`config.mk`:
```
export PLATFORM = sky130hd
export DESIGN_NAME = term_copy_engine
export DESIGN_NICKNAME = d
export VERILOG_FILES = /design/src/rtl/tc_pkg.sv /design/src/rtl/tc_addr_unit.sv /design/src/rtl/tc_step_counter.sv /design/src/rtl/tc_ctrl.sv /design/src/rtl/term_copy_engine.sv
export SDC_FILE = /design/constraint.sdc
export NUM_CORES = 1
export LEC_CHECK = 0
export BUFFER_PORTS_ARGS = -buffer_cell sky130_fd_sc_hd__buf_4
export CAP_MARGIN = 30
export CORE_ASPECT_RATIO = 1.4
export CORE_UTILIZATION = 30
export CTS_BUF_LIST = sky130_fd_sc_hd__clkbuf_4 sky130_fd_sc_hd__clkbuf_8
export CTS_CLUSTER_SIZE = 10
export DETAILED_ROUTE_END_ITERATION = 10
export PLACE_DENSITY = 0.55
export SLEW_MARGIN = 20
export SYNTH_ARGS = -nofsm -noshare
export SYNTH_HDL_FRONTEND = slang
export SYNTH_SLANG_ARGS = --single-unit
```
`constraint.sdc`:
```
create_clock -name clk -period 10.7 [get_ports clk]
set_input_delay 0 -clock clk [delete_from_list [all_inputs] [get_ports clk]]
set_output_delay 0 -clock clk [all_outputs]
set_load 0.03 [all_outputs]
```
`src/rtl/tc_pkg.sv`:
```
package tc_pkg;
  typedef enum logic [1:0] {
    TC_IDLE  = 2'd0,
    TC_READ  = 2'd1,
    TC_WRITE = 2'd2
  } tc_state_e;

  localparam logic [1:0] TC_CC_FOUND   = 2'd1;
  localparam logic [1:0] TC_CC_PARTIAL = 2'd3;
  localparam int         TC_BYTE_W     = 8;
endpackage

```
`src/rtl/tc_addr_unit.sv`:
```
// Address arithmetic for one pointer: current offset and next offset,
// both folded to the active address width.
module tc_addr_unit #(
  parameter int ADDR_W   = 64,
  parameter int NARROW_W = 31,
  parameter int CNT_W    = 14
) (
  input  logic              wide,
  input  logic [ADDR_W-1:0] base,
  input  logic [CNT_W-1:0]  off,
  output logic [ADDR_W-1:0] cur,
  output logic [ADDR_W-1:0] nxt
);
  localparam logic [ADDR_W-1:0] NARROW_MASK = (ADDR_W'(1) << NARROW_W) - ADDR_W'(1);

  function automatic logic [ADDR_W-1:0] fold(input logic w, input logic [ADDR_W-1:0] a);
    return w ? a : (a & NARROW_MASK);
  endfunction

  function automatic logic [ADDR_W-1:0] offset_sum(input logic [ADDR_W-1:0] b,
                                                   input logic [CNT_W-1:0] o,
                                                   input logic extra);
    return b + ADDR_W'(o) + ADDR_W'(extra);
  endfunction

  always_comb begin
    cur = fold(wide, offset_sum(base, off, 1'b0));
    nxt = fold(wide, offset_sum(base, off, 1'b1));
  end
endmodule

```
`src/rtl/tc_step_counter.sv`:
```
// Byte offset within a call; flags the last offset before the cap.
module tc_step_counter #(
  parameter int CAP   = 8192,
  parameter int CNT_W = 14
) (
  input  logic             clk,
  input  logic             rst,
  input  logic             clear,
  input  logic             step,
  output logic [CNT_W-1:0] count,
  output logic             last
);
  localparam logic [CNT_W-1:0] LAST_OFF = CNT_W'(CAP - 1);

  always_ff @(posedge clk) begin
    if (rst || clear) count <= '0;
    else if (step)    count <= count + CNT_W'(1);
  end

  assign last = (count == LAST_OFF);
endmodule

```
`src/rtl/tc_ctrl.sv`:
```
// Sequencer: idle -> read -> write -> (read | idle).
module tc_ctrl
  import tc_pkg::*;
(
  input  logic clk,
  input  logic rst,
  input  logic start,
  input  logic rd_valid,
  input  logic wr_ack,
  input  logic hit,
  input  logic last,
  output logic rd_req,
  output logic wr_req,
  output logic load,
  output logic rd_fire,
  output logic wr_fire,
  output logic fin_found,
  output logic fin_cap,
  output logic step
);
  tc_state_e state_q;

  always_ff @(posedge clk) begin
    if (rst) begin
      state_q <= TC_IDLE;
    end else begin
      unique case (state_q)
        TC_IDLE:  if (start)    state_q <= TC_READ;
        TC_READ:  if (rd_valid) state_q <= TC_WRITE;
        TC_WRITE: if (wr_ack)   state_q <= (hit || last) ? TC_IDLE : TC_READ;
        default:                state_q <= TC_IDLE;
      endcase
    end
  end

  always_comb begin
    rd_req    = (state_q == TC_READ);
    wr_req    = (state_q == TC_WRITE);
    load      = (state_q == TC_IDLE) && start;
    rd_fire   = rd_req && rd_valid;
    wr_fire   = wr_req && wr_ack;
    fin_found = wr_fire && hit;
    fin_cap   = wr_fire && !hit && last;
    step      = wr_fire && !hit && !last;
  end
endmodule

```
`src/rtl/term_copy_engine.sv`:
```
module term_copy_engine
  import tc_pkg::*;
#(
  parameter int ADDR_W   = 64,
  parameter int NARROW_W = 31,
  parameter int CAP      = 8192,
  parameter int TERM_W   = 64
) (
  input  logic              clk,
  input  logic              rst,
  input  logic              start,
  input  logic              wide_mode,
  input  logic [ADDR_W-1:0] dst_addr,
  input  logic [ADDR_W-1:0] src_addr,
  input  logic [TERM_W-1:0] term_in,
  output logic              rd_req,
  output logic [ADDR_W-1:0] rd_addr,
  input  logic              rd_valid,
  input  logic [7:0]        rd_data,
  output logic              wr_req,
  output logic [ADDR_W-1:0] wr_addr,
  output logic [7:0]        wr_data,
  input  logic              wr_ack,
  output logic              done,
  output logic [1:0]        cc,
  output logic [ADDR_W-1:0] dst_out,
  output logic [ADDR_W-1:0] src_out
);
  localparam int CNT_W = $clog2(CAP + 1);
  localparam int CH_DST = 0;
  localparam int CH_SRC = 1;
  localparam logic [ADDR_W-1:0] NARROW_MASK = (ADDR_W'(1) << NARROW_W) - ADDR_W'(1);

  function automatic logic [ADDR_W-1:0] entry_fold(input logic w, input logic [ADDR_W-1:0] a);
    return w ? a : (a & NARROW_MASK);
  endfunction

  // Upper terminator bits carry no meaning.
  logic unused_term_hi;
  assign unused_term_hi = ^term_in[TERM_W-1:TC_BYTE_W];

  logic [ADDR_W-1:0]    base_q [2];
  logic [ADDR_W-1:0]    cur_a  [2];
  logic [ADDR_W-1:0]    nxt_a  [2];
  logic [ADDR_W-1:0]    res_q  [2];
  logic [TC_BYTE_W-1:0] term_q;
  logic [TC_BYTE_W-1:0] data_q;
  logic                 wide_q;
  logic [1:0]           cc_q;
  logic                 done_q;

  // Named events for the checker.
  logic             load, rd_fire, wr_fire, fin_found, fin_cap, step;
  logic             hit, last, narrow_act;
  logic [CNT_W-1:0] off;

  assign hit        = (data_q == term_q);
  assign narrow_act = !wide_q;

  tc_ctrl u_ctrl (
    .clk(clk), .rst(rst), .start(start), .rd_valid(rd_valid), .wr_ack(wr_ack),
    .hit(hit), .last(last), .rd_req(rd_req), .wr_req(wr_req), .load(load),
    .rd_fire(rd_fire), .wr_fire(wr_fire), .fin_found(fin_found),
    .fin_cap(fin_cap), .step(step)
  );

  tc_step_counter #(.CAP(CAP), .CNT_W(CNT_W)) u_cnt (
    .clk(clk), .rst(rst), .clear(load), .step(step), .count(off), .last(last)
  );

  for (genvar c = 0; c < 2; c++) begin : g_chan
    tc_addr_unit #(.ADDR_W(ADDR_W), .NARROW_W(NARROW_W), .CNT_W(CNT_W)) u_addr (
      .wide(wide_q), .base(base_q[c]), .off(off), .cur(cur_a[c]), .nxt(nxt_a[c])
    );
  end

  always_ff @(posedge clk) begin
    if (rst) begin
      base_q[CH_DST] <= '0;
      base_q[CH_SRC] <= '0;
      res_q[CH_DST]  <= '0;
      res_q[CH_SRC]  <= '0;
      term_q         <= '0;
      data_q         <= '0;
      wide_q         <= 1'b0;
      cc_q           <= 2'd0;
      done_q         <= 1'b0;
    end else begin
      done_q <= fin_found || fin_cap;
      if (load) begin
        base_q[CH_DST] <= entry_fold(wide_mode, dst_addr);
        base_q[CH_SRC] <= entry_fold(wide_mode, src_addr);
        term_q         <= term_in[TC_BYTE_W-1:0];
        wide_q         <= wide_mode;
      end
      if (rd_fire) data_q <= rd_data;
      if (fin_found) begin
        cc_q          <= TC_CC_FOUND;
        res_q[CH_DST] <= cur_a[CH_DST];
        res_q[CH_SRC] <= base_q[CH_SRC];
      end else if (fin_cap) begin
        cc_q          <= TC_CC_PARTIAL;
        res_q[CH_DST] <= nxt_a[CH_DST];
        res_q[CH_SRC] <= nxt_a[CH_SRC];
      end
    end
  end

  assign rd_addr = cur_a[CH_SRC];
  assign wr_addr = cur_a[CH_DST];
  assign wr_data = data_q;
  assign done    = done_q;
  assign cc      = cc_q;
  assign dst_out = res_q[CH_DST];
  assign src_out = res_q[CH_SRC];
endmodule

```
=== Word level (Yosys, flattened, before mapping) ===
Memories as Yosys holds them, arrays and structs flattened.
Cells that the tools add are included.

* Register bits after elaboration: 36
* Bits in latches: 0
* Bits in writable memories: 256
* ROM bits: 0
* Output and inout bits: 269
* Logic and storage cells: 75
* Memories: 2

* $add $sub $neg: 5
* Multiply operators: 0
* Div/mod/pow operators: 0
* Order comparisons: 0
* Eq/ne operators: 7
* Shift-type cells: 0
* Mux-type cells: 31
* Bitwise logic cells: 6
* Reductions and logical operators: 16

{| class="wikitable"
|+ Memories
! name !! words !! bits a word !! rd ports !! clocked after Yosys merged registers in !! wr ports !! line !! text
|-
| base_q || 2 || 64 || 2 || 0 || 2 || term_copy_engine.sv:42 || <nowiki>logic [ADDR_W-1:0] base_q [2];</nowiki>
|-
| res_q || 2 || 64 || 2 || 0 || 2 || term_copy_engine.sv:45 || <nowiki>logic [ADDR_W-1:0] res_q [2];</nowiki>
|}

{| class="wikitable"
|+ Operator list
! operator !! count
|-
| 2-to-1 mux 64 bit || 12
|-
| adder 64 x 1 -> 64 bit, second input constant || 2
|-
| adder 64 x 14 -> 64 bit || 2
|-
| 2-to-1 mux 1 bit || 15
|-
| adder 14 x 1 -> 14 bit, second input constant || 1
|-
| equality test 14 x 13 -> 1 bit, second input constant || 1
|-
| equality test 8 bit || 1
|-
| logical AND 1 bit || 7
|-
| 2-to-1 mux 2 bit || 3
|-
| bitwise OR 1 bit || 6
|-
| one-hot mux 2 bit (3 select lines) || 1
|-
| inequality test 2 x 1 -> 1 bit, second input constant || 2
|-
| logical OR 1 bit || 3
|-
| AND reduction 3 bit || 1
|-
| equality test 2 x 1 -> 1 bit, second input constant || 1
|-
| equality test 2 bit, second input constant || 1
|-
| zero test 1 bit || 2
|-
| zero test 2 bit || 1
|-
| inequality test 2 bit, second input constant || 1
|-
| nonzero test 2 bit || 1
|-
| OR reduction 2 bit || 1
|}

=== Depth between registers and ports, before layout ===
Gate-level depths: netlist of the first run.

* Depth in word-level cells: 9
* Mapped depth: 16

=== Modules after synthesis ===
A second synthesis of the first run with hierarchy kept.

* Cell total of the unflattened synthesis: 2033
* Area total of the unflattened synthesis: 20144.3 µm²

{| class="wikitable"
|+ By module, submodules not included
! module !! times used !! cells an instance !! area each (µm²)
|-
| term_copy_engine || 1 || 642 || 10656.5
|-
| tc_addr_unit (g_chan[0].u_addr) || 1 || 660 || 4561.9
|-
| tc_addr_unit (g_chan[1].u_addr) || 1 || 637 || 4091.4
|-
| tc_step_counter || 1 || 77 || 681.9
|-
| tc_ctrl || 1 || 17 || 152.6
|}

=== Worst setup path after synthesis of the first run ===
OpenSTA, ideal clock, no wires.

* Path type: register to register
* Start: reg u_ctrl.state_q[0]
* End: mem base_q[0][0], enable pin
* Library setup time: 542 ps
* Arrival time: 4522 ps
* Required time: 10158 ps
* Setup slack: 5636 ps
* Cell stages (with the launch flop): 5
* Buffers on the path: 1
* Cell sequence: dfxtp_1 > nor3b_1 > nor2_1 > inv_1 > clkbuf_1

{| class="wikitable"
|+ RTL lines
! element !! line !! text
|-
| start: declaration || tc_ctrl.sv:21 || <nowiki>tc_state_e state_q;</nowiki>
|-
| start signal: assignment || tc_ctrl.sv:30 || <nowiki>TC_WRITE: if (wr_ack) state_q <= (hit || last) ? TC_IDLE : TC_READ;</nowiki>
|-
| end: declaration || term_copy_engine.sv:42 ||
|}

==> results_dict.tcl, run 1 <==
set metrics [dict create \
    powerDensity_nw_per_um2 116 \
    synthSimpleGateAreaFrac_pct 28.7 \
    fmax_mhz 170 \
    rsz0062_at_grt "no" \
    cts_setup_buffers 0 \
    yosysTopAreaCell "edfxtp_1" \
    synth_top_family_by_area "simple AND/OR/NAND/NOR gates" \
    hold_depth 3 \
    die_x_um 219 \
    yosysUniqueCellTypes 97 \
    synth_area_leaders "edfxtp_1 (39%), xnor2_1 (4.3%), nand2_1 (4.1%), dfxtp_1 (3.6%), xor2_1 (3.5%)" \
    grt_pass1_wl_um 117000 \
    outcome "complete, no violations" \
    grt_start_max_net_pins 93 \
    design.die.area_sq_um 67000 \
    maxSlewHeadroom_pct 33.2 \
    hold_viol 0 \
    post-route-period-util_pct 54.8 \
    die_h_um 306 \
    synthMuxAreaShare_pct 0.829 \
    ctsRootBufferMaster "clkbuf_8" \
    ys_warn_count 0 \
    antenna_found_initial 5 \
    synth-seq-cells 292 \
    finalSetupTns_ns 0 \
    ioPinCount 475 \
    r2r_end "res_q[0][102]" \
    wirelength_um 79500 \
    register_area_sq_um 8410 \
    end_kind "register" \
    rr_worst_depth 12 \
    wl_met1_um 31500 \
    async_flop_share_pct 0 \
    place_congestion 0.934 \
    netlist_instances 2096 \
    syn_area_sq_um 19800 \
    synth-compound-area-share_pct 14.1 \
    path_buf_inv 0 \
    synth_edf_count 256 \
    first_global_vias 18800 \
    period_needed_ns 5.87 \
    drc 0 \
    num_rows 111 \
    holdPathEnd "term_q[3]" \
    cts_buffers 49 \
    min_from "term_in[3]" \
    crit_fanout 11 \
    post-dp-hpwl_um 59900 \
    yosys.area.top_type_share_pct 38.9 \
    numPortBuffers 418 \
    post-route-util_pct 40.6 \
    path_clk_slew_ns 0.07 \
    seq_area_frac_synth_pct 42.5 \
    grt_use_total_pct 23.1 \
    nNetsFinal 2888 \
    worst_pin_slew_ns 1.00 \
    rr_startpoint "u_cnt.count[10]" \
    cts-htree-levels 2 \
    drive_gt1_share_pct 22.5 \
    path_delay_family "compound AO/OA/AOI/OAI gates" \
    setup_viol 0 \
    syn2layout_area_growth_pct 33.9 \
    dr_wl_met2_um 40900 \
    start_util_pct 30.3 \
    routed.top_layer "met5" \
    ir_drop_mv 0.0734 \
    min-delay-path-class "in2reg" \
    arrival_ns 6.24 \
    clk_latency_ns 0.64 \
    critical_path_class "reg2reg" \
    firstDrtPassIters 5 \
    synth-xor-area-share_pct 8.00 \
    critical_path.slowest_cell "nand4_1" \
    route.antenna.remaining_nets 0 \
    wl_met3_um 3860 \
    required_ns 11.08 \
    core-area_sq_um 65300 \
    multiInputGateArea_sq_um 10700 \
    crit_path_max_incr_delay_ns 0.80 \
    maxCapViolCount 0 \
    cts_tree "done" \
    ctsResizeCount 0 \
    crit_chain "ha_1 > a21oi_1 > nor2b_1 > o41ai_2 > nand3_1 > xor2_1 > nand2_1 > nor3_1 > nand4_1 > o31ai_1 > nor2_1 > a221o_1" \
    vias_per_cell 5.35 \
    ys.flop_type "edfxtp_1" \
    cts_max_path_buffers 3 \
    wl_per_cell_um 22.5 \
    syn-num-nets 2335 \
    nFillCells 6454 \
    cts_num_sinks 292 \
    clock_skew_ns 0.0263 \
    vias 19000 \
    r2r_slack_ns 4.83 \
    synthAdderAreaFrac_pct 2.16 \
    drtIter0Drc 1549 \
    leakagePower_nw 10.2 \
    synth.avg_cell_area_sq_um 9.43 \
    gr-total-overflow 0 \
    cp-start-kind "register" \
    slew_violations 0 \
]
## where the power goes
group | switching (mW) | internal, mW | leakage, nW | total [mW]
Sequential | 0.0778 | 1.31 | 3.00 | 1.39
Combinational | 0.335 | 0.223 | 6.67 | 0.557
Clock | 0.520 | 0.610 | 0.547 | 1.13
Total | 0.933 | 2.15 | 10.2 | 3.08
## cells in the final DEF, fill, tap and decap left out, types with 62 or more instances in the layout
cell type / n
a21oi_1: 83
and2_1: 109
and3_1: 105
buf_4: 438
dlygate4sd3_1: 171
edfxtp_1: 256
nand2_1: 214
nand3_1: 100
nand4_1: 78
nor2_1: 133
nor2b_1: 62
o21ai_0: 82
xnor2_1: 98
xor2_1: 79
## through the flow
| step | hold slack, ns | power, mW | instances | worst slack, ns | cell area, sq um |
|---|---|---|---|---|---|
| after floorplan | 0.126 | 1.70 | 2096 | 5.64 | 19800 |
| after global placement | 0.216 | 1.91 | 3265 | 4.91 | 23600 |
| after detailed placement | 0.220 | 1.92 | 3272 | 5.00 | 23700 |
| after CTS | 0.0718 | 3.12 | 3533 | 4.96 | 26400 |
| after global routing | 0.109 | 3.19 | 3537 | 4.68 | 26500 |
| final | 0.133 | 3.08 | 3540 | 4.83 | 26500 |
## cell families (layout without fill, tap and decap cells)
family / count (synthesis) / count (layout)
other cells: 0 / 5
mux: 16 / 16
buf+inv: 156 / 748
xor+xnor: 179 / 179
compound gates: 396 / 396
flops: 292 / 292
fa+ha+maj: 33 / 33
simple gates: 1024 / 1024
## tightest hold or removal path: cells and delay by family
family,cells,cell delay [ns]
compound gates,1,0.10
buf+inv,2,0.63
## how the worst max path moves through the flow
stage,start,endpoint,slack (ns),depth (start not counted)
after floorplan,u_ctrl.state_q[0],base_q[0][0],5.64,4
after global placement,u_cnt.count[11],res_q[0][61],4.91,12
after detailed placement,u_cnt.count[10],res_q[0][102],5.00,12
after CTS,u_cnt.count[10],res_q[0][102],4.96,12
after global routing,u_cnt.count[10],res_q[0][102],4.68,12
final,u_cnt.count[10],res_q[0][102],4.83,12
## cells in the mapped netlist (31+ instances only)
master and instances:
nand2_1 215, nor2b_1 63, inv_1 40, nand4_1 78, nand3_1 100, and2_1 109, and3_1 105, a21oi_1 83
ha_1 31, nor3_1 54, clkbuf_1 72, xor2_1 79, nor2_1 133, o211ai_1 33, dfxtp_1 36, edfxtp_1 256
o21ai_0 82, xnor2_1 98
## state kept, by name, indices dropped and copies added, names as in the netlist
signal,count
base_q,128
wide_q,1
cc,2
u_ctrl.state_q,2
wr_data,8
done,1
res_q,128
term_q,8
u_cnt.count,14
## area by class of cell
cell class                 instances  area share, %
antenna                            5         0.0473
clock inverter                    30           1.05
sequential                       292           31.8
clock buffer                      60           2.98
multi-input combinational       1648           40.3
inverter                          40          0.577
timing repair buffer             618           19.3
tap                              847           4.00
## routing by layer
layer | GRT usage, % | vias to the layer above
li1 | - | 8934
met1 | 27.1 | 9172
met2 | 41.8 | 685
met3 | 2.79 | 156
met4 | 9.66 | 6
met5 | 0 | -
## timing repair
item	CTS	global route
hold buffers	171	0
endpoints found under the setup margin	0	0
hold endpoints to repair	152	0
(Power assumes the default switching activity.)
==> run 2: changes to the inputs <==
Clock period 10.7 ns to 5.6 ns, I/O delays scaled along.
==> run 2 against run 1 <==
  * Flip-flop and latch count stayed put
  * First-iteration DRC count down 3.4%
  * Sequential power grew 91%
  * Clock power is 81% higher
  * Die area stayed put
  * Clock skew is 0.0078 ns higher
  * Hold slack got worse by 0.024 ns
  * Via count rose by 0.98%
  * Register-to-register slack worse by 4.5 ns
  * Sequential share of layout area decreased by 0.40 points
  * Count of clock-buffer cells in the layout is 8 higher
  * Largest power group unchanged
  * Highest routed layer unchanged
==> results_dict.tcl, run 2 (synthesis results as in run 1) <==
set metrics [dict create \
    final_cell_mix "buf_4 (473), edfxtp_1 (256), nand2_1 (214)" \
    worst_pin_slew_ns 0.865 \
    ctsRootBufferMaster "clkbuf_8" \
    cts_num_sinks 292 \
    critical_path_class "reg2reg" \
    top_regs "base_q (128), res_q (128), u_cnt.count (14)" \
    grt_util_met1_pct 26.9 \
    first_global_vias 19100 \
    fin_area_sq_um 26800 \
    fmax_mhz 191 \
    antenna_found_initial 7 \
    outcome "complete, no violations" \
    nNetsFinal 2934 \
    design.die.area_sq_um 67000 \
    slew_violations 0 \
    grtUsageMet2_pct 42.2 \
    period_needed_ns 5.23 \
    finalSetupTns_ns 0 \
    cts-htree-levels 2 \
    num_rows 111 \
    cp-start-kind "register" \
    syn2layout_area_growth_pct 35.6 \
    crit_path_max_incr_delay_ns 0.66 \
    top_usage_layer "met2" \
    ioPinCount 475 \
    cts_buffers 50 \
    clock_skew_ns 0.0342 \
    maxCapViolCount 0 \
    maxSlewHeadroom_pct 40.8 \
    arrival_ns 5.64 \
    placed_area_sq_um 23900 \
    wl_per_cell_um 22.4 \
    clk_latency_ns 0.67 \
    setup_viol 0 \
    end_kind "register" \
    ctsResizeCount 0 \
    grt_pass1_wl_um 118000 \
    critical_path.slowest_cell "a21boi_0" \
    required_ns 6.02 \
    hold_viol 0 \
    place_congestion 0.944 \
    drc 0 \
    ir_drop_mv 0.158 \
    vias 19100 \
    die_h_um 306 \
    firstDrtPassIters 6 \
    start_util_pct 30.3 \
    grt_start_max_net_pins 93 \
    powerDensity_nw_per_um2 216 \
    rsz0062_at_grt "no" \
    grt_util_met3_pct 3.54 \
    path_clk_slew_ns 0.06 \
    post-route-util_pct 41.1 \
    numPortBuffers 418 \
    layout_commonest_cell "buf_4" \
    grt_use_total_pct 23.5 \
    crit_chain "ha_1 > a21oi_1 > o2111ai_1 > a21boi_0 > and2_1 > xnor2_1 > nand4_1 > or4_1 > nor4_1 > buf_4 > a21oi_1 > a221o_1" \
    post-route-period-util_pct 93.3 \
    post-dp-hpwl_um 60600 \
    fin_cells 3585 \
    cts_max_path_buffers 3 \
    drtIter0Drc 1497 \
    core-area_sq_um 65300 \
    die_x_um 219 \
    min-delay-path-class "in2reg" \
    vias_per_cell 5.34 \
    gr-total-overflow 0 \
    wirelength_um 80300 \
    path_common_cell "a21oi_1" \
    route.antenna.remaining_nets 0 \
    leakagePower_nw 10.5 \
    dp.cells 3303 \
    drive_gt1_share_pct 23.4 \
    cts_tree "done" \
    crit_fanout 8 \
    cts_setup_buffers 0 \
]
-- run 2: changes by cell type in the layout (fill, tap and decap cells not counted), sizes merged --
cell and delta:
clkdlybuf4s18 -1, diode -2, clkbuf +7, clkinv -1, bufinv -3, clkdlybuf4s15 -1, inv +2, dlygate4sd3 +13
clkinvlp -4, buf +35
-- run 2: worst paths after layout --
kind / from / endpoint / slack [ns] / cells after the start
hold reg to reg: wide_q / wide_q / 0.47 / 1
hold / removal: start / wide_q / 0.11 / 5
setup / recovery: base_q[0][71] / res_q[0][119] / 0.37 / 12
setup reg to reg: base_q[0][71] / res_q[0][119] / 0.37 / 12
-- run 2: timing repair --
item / CTS / global route
endpoints found under the setup margin: 0 / 0
endpoints found under the hold margin: 153 / 0
hold buffers: 184 / 0
-- run 2: critical path: cells and delay by family, from the launching register on --
kind,cells,cell delay [ns]
compound gates,5,1.77
xor+xnor,1,0.33
fa+ha+maj,1,0.45
buf+inv,1,0.23
flops,1,0.44
simple gates,4,1.78
-- run 2: final cells by class --
type                    count  area (sq um)
fillers                  6474         38500
multi-input cells        1648         10700
flip-flops and latches    292          8410
repair buffers            663          5500
well taps                 847          1060
clock buffers              68           848
clock inverters            24           178
inverters                  40           153
diodes                      3          7.51
-- run 2: power by group --
group	internal (mW)	switching (mW)	leakage, nW
Sequential	2.51	0.147	3.00
Clock	1.08	0.967	0.553
Combinational	0.439	0.644	6.91
Total	4.03	1.76	10.5
-- run 2: layer usage --
metal / vias to the layer above / wire [um]
li1: 9030 / -
met5: - / 44
met1: 9246 / 31200
met3: 193 / 3980
met4: 8 / 3960
met2: 662 / 41100
-- run 2: through the flow --
step | setup WS (ns) | hold slack [ns] | power (mW)
finish | 0.375 | 0.109 | 5.79
global route | 0.134 | 0.0967 | 6.03
CTS | 0.407 | 0.0397 | 5.87
detailed placement | 0.393 | 0.221 | 3.68
global placement | 0.443 | 0.217 | 3.67
floorplan | 0.536 | 0.126 | 3.24
